`src/rtl/trace_pkg.sv`:
```
package trace_pkg;
   typedef enum logic [1:0] {
      SRC_BASIC     = 2'd0,
      SRC_COMBINED  = 2'd1,
      SRC_SEQUENCER = 2'd2,
      SRC_EVERY     = 2'd3
   } cap_src_e;
endpackage

```
`src/rtl/trace_capture_sel.sv`:
```
module trace_capture_sel #(
   parameter int DEPTH = 8,
   parameter int CNT_W = $clog2(DEPTH + 1)
) (
   input  logic             enable,
   input  logic [1:0]       src,
   input  logic             clear,
   input  logic             stop_full,
   input  logic [CNT_W-1:0] count,
   input  logic             trig_basic,
   input  logic             trig_combined,
   input  logic             trig_seq,
   output logic             capture
);
   import trace_pkg::*;

   logic hit;
   logic frozen;

   always_comb begin
      unique case (cap_src_e'(src))
         SRC_BASIC:     hit = trig_basic;
         SRC_COMBINED:  hit = trig_combined;
         SRC_SEQUENCER: hit = trig_seq;
         default:       hit = 1'b1;
      endcase
   end

   assign frozen  = stop_full && (count == CNT_W'(DEPTH));
   assign capture = enable && hit && !clear && !frozen;
endmodule

```
`src/rtl/trace_ptr_ctrl.sv`:
```
module trace_ptr_ctrl #(
   parameter int DEPTH = 8,
   parameter int IDX_W = $clog2(DEPTH),
   parameter int CNT_W = $clog2(DEPTH + 1)
) (
   input  logic             clk,
   input  logic             rst_n,
   input  logic             clear,
   input  logic             capture,
   output logic [IDX_W-1:0] wr_ptr,
   output logic [CNT_W-1:0] count
);
   localparam logic [CNT_W-1:0] FULL = CNT_W'(DEPTH);

   always_ff @(posedge clk or negedge rst_n) begin
      if (!rst_n) begin
         wr_ptr <= '0;
         count  <= '0;
      end else if (clear) begin
         wr_ptr <= '0;
         count  <= '0;
      end else if (capture) begin
         wr_ptr <= wr_ptr + 1'b1;
         if (count != FULL) count <= count + 1'b1;
      end
   end
endmodule

```
`src/rtl/trace_store.sv`:
```
module trace_store #(
   parameter int DEPTH   = 8,
   parameter int IDX_W   = $clog2(DEPTH),
   parameter int ENTRY_W = 36
) (
   input  logic               clk,
   input  logic               rst_n,
   input  logic               capture,
   input  logic [IDX_W-1:0]   wr_ptr,
   input  logic [ENTRY_W-1:0] wr_entry,
   input  logic [IDX_W-1:0]   rd_slot,
   output logic [ENTRY_W-1:0] rd_entry
);
   logic [ENTRY_W-1:0] slot_view [DEPTH];

   for (genvar g = 0; g < DEPTH; g++) begin : gen_slot
      logic [ENTRY_W-1:0] slot_q;
      always_ff @(posedge clk or negedge rst_n) begin
         if (!rst_n)                              slot_q <= '0;
         else if (capture && wr_ptr == IDX_W'(g)) slot_q <= wr_entry;
      end
      assign slot_view[g] = slot_q;
   end

   // Combinational read: same-cycle write to this slot is seen after the edge.
   assign rd_entry = slot_view[rd_slot];
endmodule

```
`src/rtl/bus_trace_buffer.sv`:
```
module bus_trace_buffer #(
   parameter int ADDR_W = 16,
   parameter int DATA_W = 16,
   parameter int CTRL_W = 4,
   parameter int DEPTH  = 8,
   localparam int IDX_W   = $clog2(DEPTH),
   localparam int CNT_W   = $clog2(DEPTH + 1),
   localparam int ENTRY_W = ADDR_W + DATA_W + CTRL_W
) (
   input  logic              clk,
   input  logic              rst_n,
   input  logic              cap_enable,
   input  logic [1:0]        cap_src,
   input  logic              stop_when_full,
   input  logic              clear,
   input  logic              trig_basic,
   input  logic              trig_combined,
   input  logic              trig_seq,
   input  logic [ADDR_W-1:0] bus_addr,
   input  logic [DATA_W-1:0] bus_data,
   input  logic [CTRL_W-1:0] bus_ctrl,
   input  logic [IDX_W-1:0]  rd_index,
   output logic [ADDR_W-1:0] rd_addr,
   output logic [DATA_W-1:0] rd_data,
   output logic [CTRL_W-1:0] rd_ctrl,
   output logic              rd_valid,
   output logic [IDX_W-1:0]  wr_ptr,
   output logic [CNT_W-1:0]  entry_count
);
   if (DEPTH < 2 || (DEPTH & (DEPTH - 1)) != 0) begin : gen_bad_depth
      $error("bus_trace_buffer: DEPTH must be a power of two and at least 2");
   end
   if (ADDR_W < 1 || DATA_W < 1 || CTRL_W < 1) begin : gen_bad_width
      $error("bus_trace_buffer: field widths must be positive");
   end

   logic               capture;
   logic [ENTRY_W-1:0] wr_entry;
   logic [ENTRY_W-1:0] rd_entry;
   logic [IDX_W-1:0]   rd_slot;
   logic               full;

   trace_capture_sel #(.DEPTH(DEPTH), .CNT_W(CNT_W)) u_sel (
      .enable        (cap_enable),
      .src           (cap_src),
      .clear         (clear),
      .stop_full     (stop_when_full),
      .count         (entry_count),
      .trig_basic    (trig_basic),
      .trig_combined (trig_combined),
      .trig_seq      (trig_seq),
      .capture       (capture)
   );

   trace_ptr_ctrl #(.DEPTH(DEPTH), .IDX_W(IDX_W), .CNT_W(CNT_W)) u_ptr (
      .clk     (clk),
      .rst_n   (rst_n),
      .clear   (clear),
      .capture (capture),
      .wr_ptr  (wr_ptr),
      .count   (entry_count)
   );

   assign wr_entry = {bus_ctrl, bus_addr, bus_data};

   // Oldest entry sits at slot 0 until the ring wraps, then at wr_ptr.
   assign full    = (entry_count == CNT_W'(DEPTH));
   assign rd_slot = full ? (wr_ptr + rd_index) : rd_index;

   trace_store #(.DEPTH(DEPTH), .IDX_W(IDX_W), .ENTRY_W(ENTRY_W)) u_store (
      .clk      (clk),
      .rst_n    (rst_n),
      .capture  (capture),
      .wr_ptr   (wr_ptr),
      .wr_entry (wr_entry),
      .rd_slot  (rd_slot),
      .rd_entry (rd_entry)
   );

   assign rd_valid = CNT_W'(rd_index) < entry_count;
   assign rd_ctrl  = rd_valid ? rd_entry[ENTRY_W-1 -: CTRL_W]          : '0;
   assign rd_addr  = rd_valid ? rd_entry[DATA_W +: ADDR_W]              : '0;
   assign rd_data  = rd_valid ? rd_entry[DATA_W-1:0]                    : '0;
endmodule

```
`config.mk`:
```
export PLATFORM = sky130hd
export DESIGN_NAME = bus_trace_buffer
export DESIGN_NICKNAME = d
export VERILOG_FILES = /design/src/rtl/trace_pkg.sv /design/src/rtl/trace_capture_sel.sv /design/src/rtl/trace_ptr_ctrl.sv /design/src/rtl/trace_store.sv /design/src/rtl/bus_trace_buffer.sv
export SDC_FILE = /design/constraint.sdc
export NUM_CORES = 1
export LEC_CHECK = 0
export ABC_AREA = 1
export BUFFER_PORTS_ARGS = -buffer_cell sky130_fd_sc_hd__buf_2
export CORE_UTILIZATION = 40
export CTS_CLUSTER_SIZE = 28
export DETAILED_ROUTE_END_ITERATION = 12
export PLACE_DENSITY = 0.52
export SKIP_CTS_REPAIR_TIMING = 1
export SYNTH_ARGS = -nofsm -noshare
export SYNTH_HDL_FRONTEND = slang
export SYNTH_SLANG_ARGS = --single-unit
export TNS_END_PERCENT = 50
```
`constraint.sdc`:
```
create_clock -name clk -period 2.6 [get_ports clk]
set_input_delay 0 -clock clk [delete_from_list [all_inputs] [get_ports clk]]
set_output_delay 0 -clock clk [all_outputs]
set_load 0.01 [all_outputs]
```
==> flow_summary.ini, run 1 <==
[outcome]
status = finished, violations left
violations = hold timing, setup timing

[timing]
setup_viol = 36
fin_crit_sh_pct = 105
slew_viol_final = 0
period_needed_ns = 2.73
skew_ns = 0.0184
holdWs_ns = -0.00414
relSlewSlack_pct = 30.5
final-hold-violation-count = 1
grt_setup_unrepaired = true
maxClockFrequency_ghz = 0.366
tightest_slew_ns = 1.04
postLayoutSetupSlackWorst_ns = -0.132

[global_routing]
grt_pass1_vias = 13343
grt_first_pass_wirelength_um = 74200
antenna_found_initial = 0
grt_util_all_layers_pct = 24.2
grt_max_degree = 102
grt_overflow = 0

[yosys]
yosysTopAreaCellShare_pct = 48.5
synth-edff-count = 0
synth.avg_cell_area_um2 = 7.22
synth_common_cells = 670 x nand2_1, 330 x nand3_1, 295 x dfrtp_1
synthCells = 2106
ys_ff_latch = 295
yosysUniqueCellTypes = 27
syn-cell-area_um2 = 15200
synth-main-ff-cell = dfrtp_1
synth.largest_area_cell = dfrtp_1
yosys_warnings = 0
ys_seq_area_share_pct = 48.5
yosysMostFrequentCell = nand2_1
syn_nets = 2167
synthArstFlopShare_pct = 100
synth.area.top_cells = dfrtp_1 49%, nand2_1 17%, nand3_1 11%

[clock_tree]
cts_max_path_buffers = 3
cts_buffers = 37
insertion_delay_ns = 0.54
cts_max_level = 2
path_clk_slew_ns = 0.06
clock-root-buffer = clkbuf_16
cts_tree = done
clkSinkCount = 295

[worst_setup_path]
cpPeakStageDelay_ns = 0.45
path_class = flop to output port
slowest_stage = fa_2
crit_fanout = 10
crit_path_start_kind = flop
cp-end-kind = output port
path_cells = ha_4 -> inv_2 -> fa_2 -> nand2_4 -> nand2_8 -> buf_12 -> clkbuf_16 -> nand3_1 -> nand2_1 -> nor2_2 -> nor2_1 -> buf_2
required_ns = 2.60
cp_data_arrival_time_ns = 2.73
worst-r2r-cell-count = 10

[floorplanning]
ios = 93
die_w_um = 197
dieArea_um2 = 38800
die_height_um = 197
core_area_um2 = 37600
rows = 71
start_util_pct = 40.5

[layout]
multiInputGateArea_um2 = 6460
nFillCells = 3746
final_util_pct = 49.6
drive_gt1_share_pct = 13.6
fin_cells = 2729
nets = 2253
area_growth_syn_to_layout_pct = 22.5
regArea_um2 = 7380
n_antenna_cell = 0

[placed_design]
place.gp.congestion = 0.782
place_hpwl_um = 26800
dp_cells = 2596
dpl_worst_slack_ns = 0.137
portBuffers = 92

[routing]
drt_iter0_drc = 1018
ant_nets = 0
routedWlPerCell_um = 17.8
vias = 13680
drcViolationCount = 0
avgViaCountPerCell = 5.01
drt_wl_total_um = 48500
drtPass1Iterations = 5

[power_and_ir_drop]
finalPower_mw = 13.5
p_leak_nw = 9.53
pwr_density_cell_nw_per_um2 = 726
ir_drop_v = 0.000481

[hold_path]
min_delay_path_depth = 5
worst_hold_path_type = input pin to flop

[job]
cap_violations = 0
[cells in the final DEF, fill, tap and decap left out, types with 9 or more instances in the layout]
cell             n
nor2_2          21
dlygate4sd3_1   41
ha_1             9
dfrtp_1        294
buf_6           14
nand3_2          9
nor2_4          13
nand3_1        321
o21ai_1         10
clkbuf_1        11
buf_12          20
clkbuf_16       48
nand2_2         14
inv_1          234
nand2_1        659
o21ai_0        208
nor2_1         120
buf_2           89
buf_4           32
clkbuf_8         9
[path summary, 6_finish.rpt]
path / to / slack, ns / startpoint
min: u_ptr.count[2]$_DFFE_PN0P_ / -0.004 / cap_enable
min in group asynchronous: u_store.gen_slot[4].slot_q[18]$_DFFE_PN0P_ / 0.49 / rst_n
max reg2reg: u_store.gen_slot[5].slot_q[13]$_DFFE_PN0P_ / 0.30 / u_ptr.count[0]$_DFFE_PN0P_
min reg2reg: u_store.gen_slot[1].slot_q[6]$_DFFE_PN0P_ / 0.47 / u_store.gen_slot[1].slot_q[6]$_DFFE_PN0P_
max: rd_addr[14] / -0.13 / u_ptr.wr_ptr[0]$_DFFE_PN0P_
max in group asynchronous: u_ptr.wr_ptr[0]$_DFFE_PN0P_ / 1.16 / rst_n
[sequential cells by signal, summed over array words and instances, names as in the netlist]
| signal | cells |
|---|---|
| u_ptr.count | 4 |
| u_ptr.wr_ptr | 3 |
| u_store.gen_slot.slot_q | 288 |
[power by group]
part           switching (mW)  internal [mW]  leakage [nW]
clock network            2.05           3.00         0.579
logic                    1.62          0.990          5.57
registers               0.396           5.47          3.38
[layout make-up]
class	count	area share [%]
Clock buffer	57	5.86
Clock inverter	8	0.484
Inverter	241	4.97
Multi-Input combinational cell	1405	34.7
Sequential cell	295	39.6
Tap cell	511	3.43
Timing Repair Buffer	211	10.9
Timing Repair inverter	1	0.0470
[layer usage]
layer | wire length (µm) | part of all wire [%] | global-route usage, % | up-vias
li1 | - | - | - | 6723
met1 | 23400 | 48 | 34.1 | 6605
met2 | 22300 | 46 | 40.1 | 298
met3 | 2010 | 4.1 | 3.05 | 54
met4 | 821 | 1.7 | 4.68 | 0
met5 | 0 | 0 | 0 | -
[cells by family (layout without fill, tap and decap cells)]
| logic type | Yosys count | in the layout | synth area share, % |
|---|---|---|---|
| buffers and inverters | 406 | 518 | 10.9 |
| adders and majority gates | 12 | 12 | 1.04 |
| and+or+nand+nor | 1165 | 1165 | 31.9 |
| xor gates and xnor gates | 3 | 3 | 0.173 |
| DFF | 295 | 295 | 48.5 |
| AOI/OAI and AO/OA | 225 | 225 | 7.48 |
[worst max-delay path, delay by kind of cell, from the launching register on]
family / cells / cell delay [ns]
fa+ha+maj: 2 / 0.61
flops: 1 / 0.44
buf+inv: 4 / 0.55
simple gates: 6 / 0.60
[per-stage QoR]
stage                     TNS [ns]  area [µm²]
after floorplan                  0       15200
after global placement           0       16300
after detailed placement         0       16300
after CTS                    -9.62       17400
after global routing         -6.84       18600
final                        -2.76       18600
No activity file was read; power rests on OpenSTA's default activity.
==> run 2, diff against run 1 <==
CORE_ASPECT_RATIO = 0.8   (was default)
clock period = 3.06 ns   (was 2.6 ns; I/O delays follow)
==> flow_summary.ini, run 2 (synthesized netlist as in run 1, its figures left out) <==
[outcome]
status = finished, violations left
violations = DRC, hold timing

[floorplanning]
dieArea_um2 = 38800
start_util_pct = 40.8
core_area_um2 = 37300
die_height_um = 176
ios = 93
rows = 63
die_w_um = 220

[timing]
final-hold-violation-count = 1
holdWs_ns = -0.00474
maxClockFrequency_ghz = 0.344
slew_viol_final = 0
fin_crit_sh_pct = 95.0
tightest_slew_ns = 1.23
setup_viol = 0
fin_setup_tns_ns = 0
relSlewSlack_pct = 17.9
skew_ns = 0.0136
period_needed_ns = 2.91

[global_routing]
antenna_found_initial = 0
grt_first_pass_wirelength_um = 74400
grt_pass1_vias = 12807
grt_max_degree = 111
grt_util_all_layers_pct = 24.7
grt_overflow = 0

[routing]
avgViaCountPerCell = 5.09
ant_nets = 0
met3_length_um = 2450
routedWlPerCell_um = 17.6
highest_layer = met4
wl_met2_um = 20000
vias = 13567
wl_met1_um = 23600
drt_wl_total_um = 46900
drcViolationCount = 4
drt_iter0_drc = 964
drtPass1Iterations = 10

[worst_setup_path]
required_ns = 3.06
worst-r2r-cell-count = 11
cp-end-kind = output port
regToRegSetupSlack_ns = 0.41
timing.rr.end = u_store.gen_slot[1].slot_q[12]$_DFFE_PN0P_
crit_path_start_kind = flop
crit_fanout = 17
r2r_start = u_ptr.count[0]$_DFFE_PN0P_
path_class = flop to output port
cp_data_arrival_time_ns = 2.91

[power_and_ir_drop]
clkPwrFrac_pct = 37.9
p_leak_nw = 9.18
p_int_mw = 7.99
pwr_density_cell_nw_per_um2 = 637
seq_power_share_pct = 44.0
sw_frac_of_total_pct = 29.4
total_switching_power_mw = 3.32
combinationalPowerShare_pct = 18.1
ir_drop_v = 0.000425

[clock_tree]
cts_max_path_buffers = 3
path_clk_slew_ns = 0.06
cts_tree = done
clkSinkCount = 295
clock-root-buffer = clkbuf_16
insertion_delay_ns = 0.52
cts_max_level = 2
cts_buffers = 34

[job]
cap_violations = 0

[layout]
drive_gt1_share_pct = 10.1
top_register = u_store.gen_slot.slot_q
largest_reg_flops = 288
layout_common_cells = 667 x nand2_1, 330 x nand3_1, 295 x dfrtp_1
area_growth_syn_to_layout_pct = 16.8
n_antenna_cell = 0
final_common_cell = nand2_1
largest_registers = u_store.gen_slot.slot_q: 288 flops, u_ptr.count: 4 flops, u_ptr.wr_ptr: 3 flops
nets = 2214

[placed_design]
place.gp.congestion = 0.783
portBuffers = 92
place_hpwl_um = 26600

[hold_path]
worstHoldStart = cap_enable
worst_hold_path_type = input pin to flop
min_delay_path_depth = 5
holdPathEnd = u_ptr.count[2]$_DFFE_PN0P_
-- run 2: changes by cell type in the layout (fill, tap and decap cells not counted), sizes merged --
cell,change
inv,-3
dlygate4sd3,-2
bufinv,+1
clkbuf,-13
clkinv,-2
buf,-23
-- run 2: power groups by stage --
stage               clock (mW)  combinational (mW)  sequential, mW
floorplan                    0                1.40            4.96
global placement             0                1.96            5.03
detailed placement           0                2.00            5.03
CTS                       4.38                2.01            4.97
global route              4.54                2.38            5.07
finish                    4.29                2.05            4.98
-- run 2: per-stage QoR --
step	power, mW	cells	setup WS [ns]	area, µm²	utilization [%]
after floorplan	6.36	2106	1.04	15200	-
after CTS	11.4	2621	-0.0672	17200	46.3
after global placement	6.99	2562	0.525	16100	43.1
after global routing	12.0	2663	-0.000513	17800	47.6
final	11.3	2663	0.152	17800	47.6
after detailed placement	7.03	2562	0.460	16100	43.1
-- run 2: critical path, stage by stage (launching register included) --
cell     delay (ns)
dfrtp_1        0.42
ha_1           0.19
inv_1          0.06
fa_1           0.41
nand2_2        0.14
nand2_8        0.15
inv_4          0.15
buf_8          0.19
o21ai_0        0.10
nor2_1         0.14
nor2_1         0.07
nor2_1         0.18
buf_2          0.17
-- run 2: worst max-delay path by stage --
stage	from	end	slack, ns
after floorplan	u_ptr.wr_ptr[0]$_DFFE_PN0P_	rd_addr[0]	1.04
after global placement	u_ptr.wr_ptr[0]$_DFFE_PN0P_	rd_addr[5]	0.53
after detailed placement	u_ptr.count[0]$_DFFE_PN0P_	u_store.gen_slot[1].slot_q[23]$_DFFE_PN0P_	0.46
after CTS	u_ptr.wr_ptr[0]$_DFFE_PN0P_	rd_addr[5]	-0.07
after global routing	u_ptr.wr_ptr[0]$_DFFE_PN0P_	rd_data[13]	-0.0005
final	u_ptr.wr_ptr[0]$_DFFE_PN0P_	rd_data[13]	0.15
-- run 2: cell type report --
type	instances	area, µm²
Fill cell	3757	19500
Timing Repair Buffer	176	1420
Inverter	241	912
Clock buffer	54	1090
Sequential cell	295	7380
Tap cell	487	609
Clock inverter	5	83.8
Multi-Input combinational cell	1405	6260
-- run 2: routing by layer --
metal | up-vias | track usage, %
met4 | 0 | 5.26
li1 | 6639 | -
met5 | - | 0
met3 | 57 | 3.34
met2 | 377 | 37.1
met1 | 6494 | 37.7
==> run 3, diff against run 2 <==
CELL_PAD_IN_SITES_DETAIL_PLACEMENT = 1   (was default)
CELL_PAD_IN_SITES_GLOBAL_PLACEMENT = 1   (was default)
PLACE_DENSITY = 0.71   (was 0.52)
SLEW_MARGIN = 20   (was default)
clock period = 2.5 ns   (was 3.06 ns; I/O delays follow)
==> flow_summary.ini, run 3 (synthesized netlist as in run 1, its figures left out) <==
[clock_tree]
insertion_delay_ns = 0.54
clock-root-buffer = clkbuf_16
clkSinkCount = 295
cts_tree = done
cts_max_path_buffers = 3
cts_max_level = 2
cts_buffers = 35
path_clk_slew_ns = 0.06

[timing]
holdWs_ns = 0.00533
period_needed_ns = 2.83
setup_viol = 36
fin_setup_tns_ns = -9.75
relSlewSlack_pct = 26.8
final-hold-violation-count = 0
tightest_slew_ns = 1.09
grt_setup_unrepaired = true
fin_crit_sh_pct = 113
postLayoutSetupSlackWorst_ns = -0.327
slew_viol_final = 0
maxClockFrequency_ghz = 0.354
skew_ns = 0.0212

[floorplanning]
die_height_um = 176
core_area_um2 = 37300
rows = 63
die_w_um = 220
ios = 93
start_util_pct = 40.8
dieArea_um2 = 38800

[worst_setup_path]
worst-r2r-cell-count = 11
regToRegSetupSlack_ns = 0.15
crit_path_start_kind = flop
cp-end-kind = output port
path_class = flop to output port
timing.rr.end = u_store.gen_slot[6].slot_q[26]$_DFFE_PN0P_
crit_fanout = 8
cp_data_arrival_time_ns = 2.83
required_ns = 2.50
r2r_start = u_ptr.count[1]$_DFFE_PN0P_

[global_routing]
grt_pass1_vias = 14847
grt_first_pass_wirelength_um = 86200
grt_util_all_layers_pct = 28.9
grt_overflow = 0
antenna_found_initial = 0
grt_max_degree = 73

[outcome]
violations = DRC, setup timing
status = finished, violations left

[layout]
drive_gt1_share_pct = 17.0
largest_registers = u_store.gen_slot.slot_q: 288 flops, u_ptr.count: 4 flops, u_ptr.wr_ptr: 3 flops
top_register = u_store.gen_slot.slot_q
layout_common_cells = 630 x nand2_1, 318 x nand3_1, 295 x dfrtp_1
nFillCells = 4536
final_common_cell = nand2_1
area_growth_syn_to_layout_pct = 27.3
largest_reg_flops = 288
nets = 2265
final_util_pct = 51.9

[routing]
avgViaCountPerCell = 5.55
drtPass1Iterations = 10
vias = 15082
ant_nets = 0
drt_wl_total_um = 63500
drcViolationCount = 2
routedWlPerCell_um = 23.3
drt_iter0_drc = 1277

[placed_design]
dpl_worst_slack_ns = 0.00958
place_hpwl_um = 32400
place.gp.congestion = 0.790
portBuffers = 92

[power_and_ir_drop]
p_leak_nw = 9.73
pwr_density_cell_nw_per_um2 = 754
finalPower_mw = 14.6
ir_drop_v = 0.000422

[hold_path]
worst_hold_path_type = input pin to async pin

[job]
cap_violations = 0
[run 3: worst max-delay path by stage]
stage	startpoint	end	slack [ns]	depth (start not counted)
CTS	u_ptr.wr_ptr[1]$_DFFE_PN0P_	rd_data[0]	-0.55	12
detailed placement	u_ptr.wr_ptr[1]$_DFFE_PN0P_	rd_data[0]	0.01	12
global placement	u_ptr.count[1]$_DFFE_PN0P_	rd_addr[1]	0.07	13
floorplan	u_ptr.wr_ptr[0]$_DFFE_PN0P_	rd_addr[0]	0.48	11
finish	u_ptr.wr_ptr[0]$_DFFE_PN0P_	rd_data[3]	-0.33	12
global route	u_ptr.wr_ptr[0]$_DFFE_PN0P_	rd_addr[15]	-0.41	11
[run 3: power by group]
part           internal, mW  switching (mW)  total (mW)
Sequential             5.68           0.453        6.14
Clock                  3.11            2.18        5.29
Combinational          1.14            2.02        3.16
[run 3: area by class of cell]
| type | instances | area, µm² | share of cell area [%] |
|---|---|---|---|
| Clock inverter | 8 | 68.8 | 0.355 |
| Multi-Input combinational cell | 1408 | 6860 | 35.4 |
| Tap cell | 487 | 609 | 3.15 |
| Timing Repair inverter | 1 | 11.3 | 0.0582 |
| Sequential cell | 295 | 7380 | 38.1 |
| Timing Repair Buffer | 222 | 2410 | 12.5 |
| Antenna cell | 1 | 2.50 | 0.0129 |
| Inverter | 241 | 922 | 4.76 |
| Clock buffer | 55 | 1090 | 5.65 |
[run 3: critical path, stage by stage, from the launching register on]
cell	delay, ns
dfrtp_1	0.36
ha_2	0.18
inv_2	0.04
fa_2	0.58
nand2_4	0.07
nand2_8	0.18
buf_12	0.14
clkbuf_16	0.16
nand3_1	0.12
nand2_4	0.09
nor2_2	0.05
nor2_2	0.14
buf_2	0.17
[run 3: metal layers]
metal  share of wire, %  vias up  routed length, µm  global-route usage [%]
met3                6.8      136               4300                    3.51
met4                3.0        0               1910                    6.55
met1                 44     7665              27800                    41.7
met5                  0        -                  0                       0
met2                 46      540              29500                    46.3
li1                   -     6741                  -                       -
[run 3: metrics by stage]
stage | cell area, µm² | instances
finish | 19400 | 2718
global route | 19400 | 2717
CTS | 17500 | 2645
detailed placement | 16400 | 2582
global placement | 16400 | 2582
floorplan | 15200 | 2106
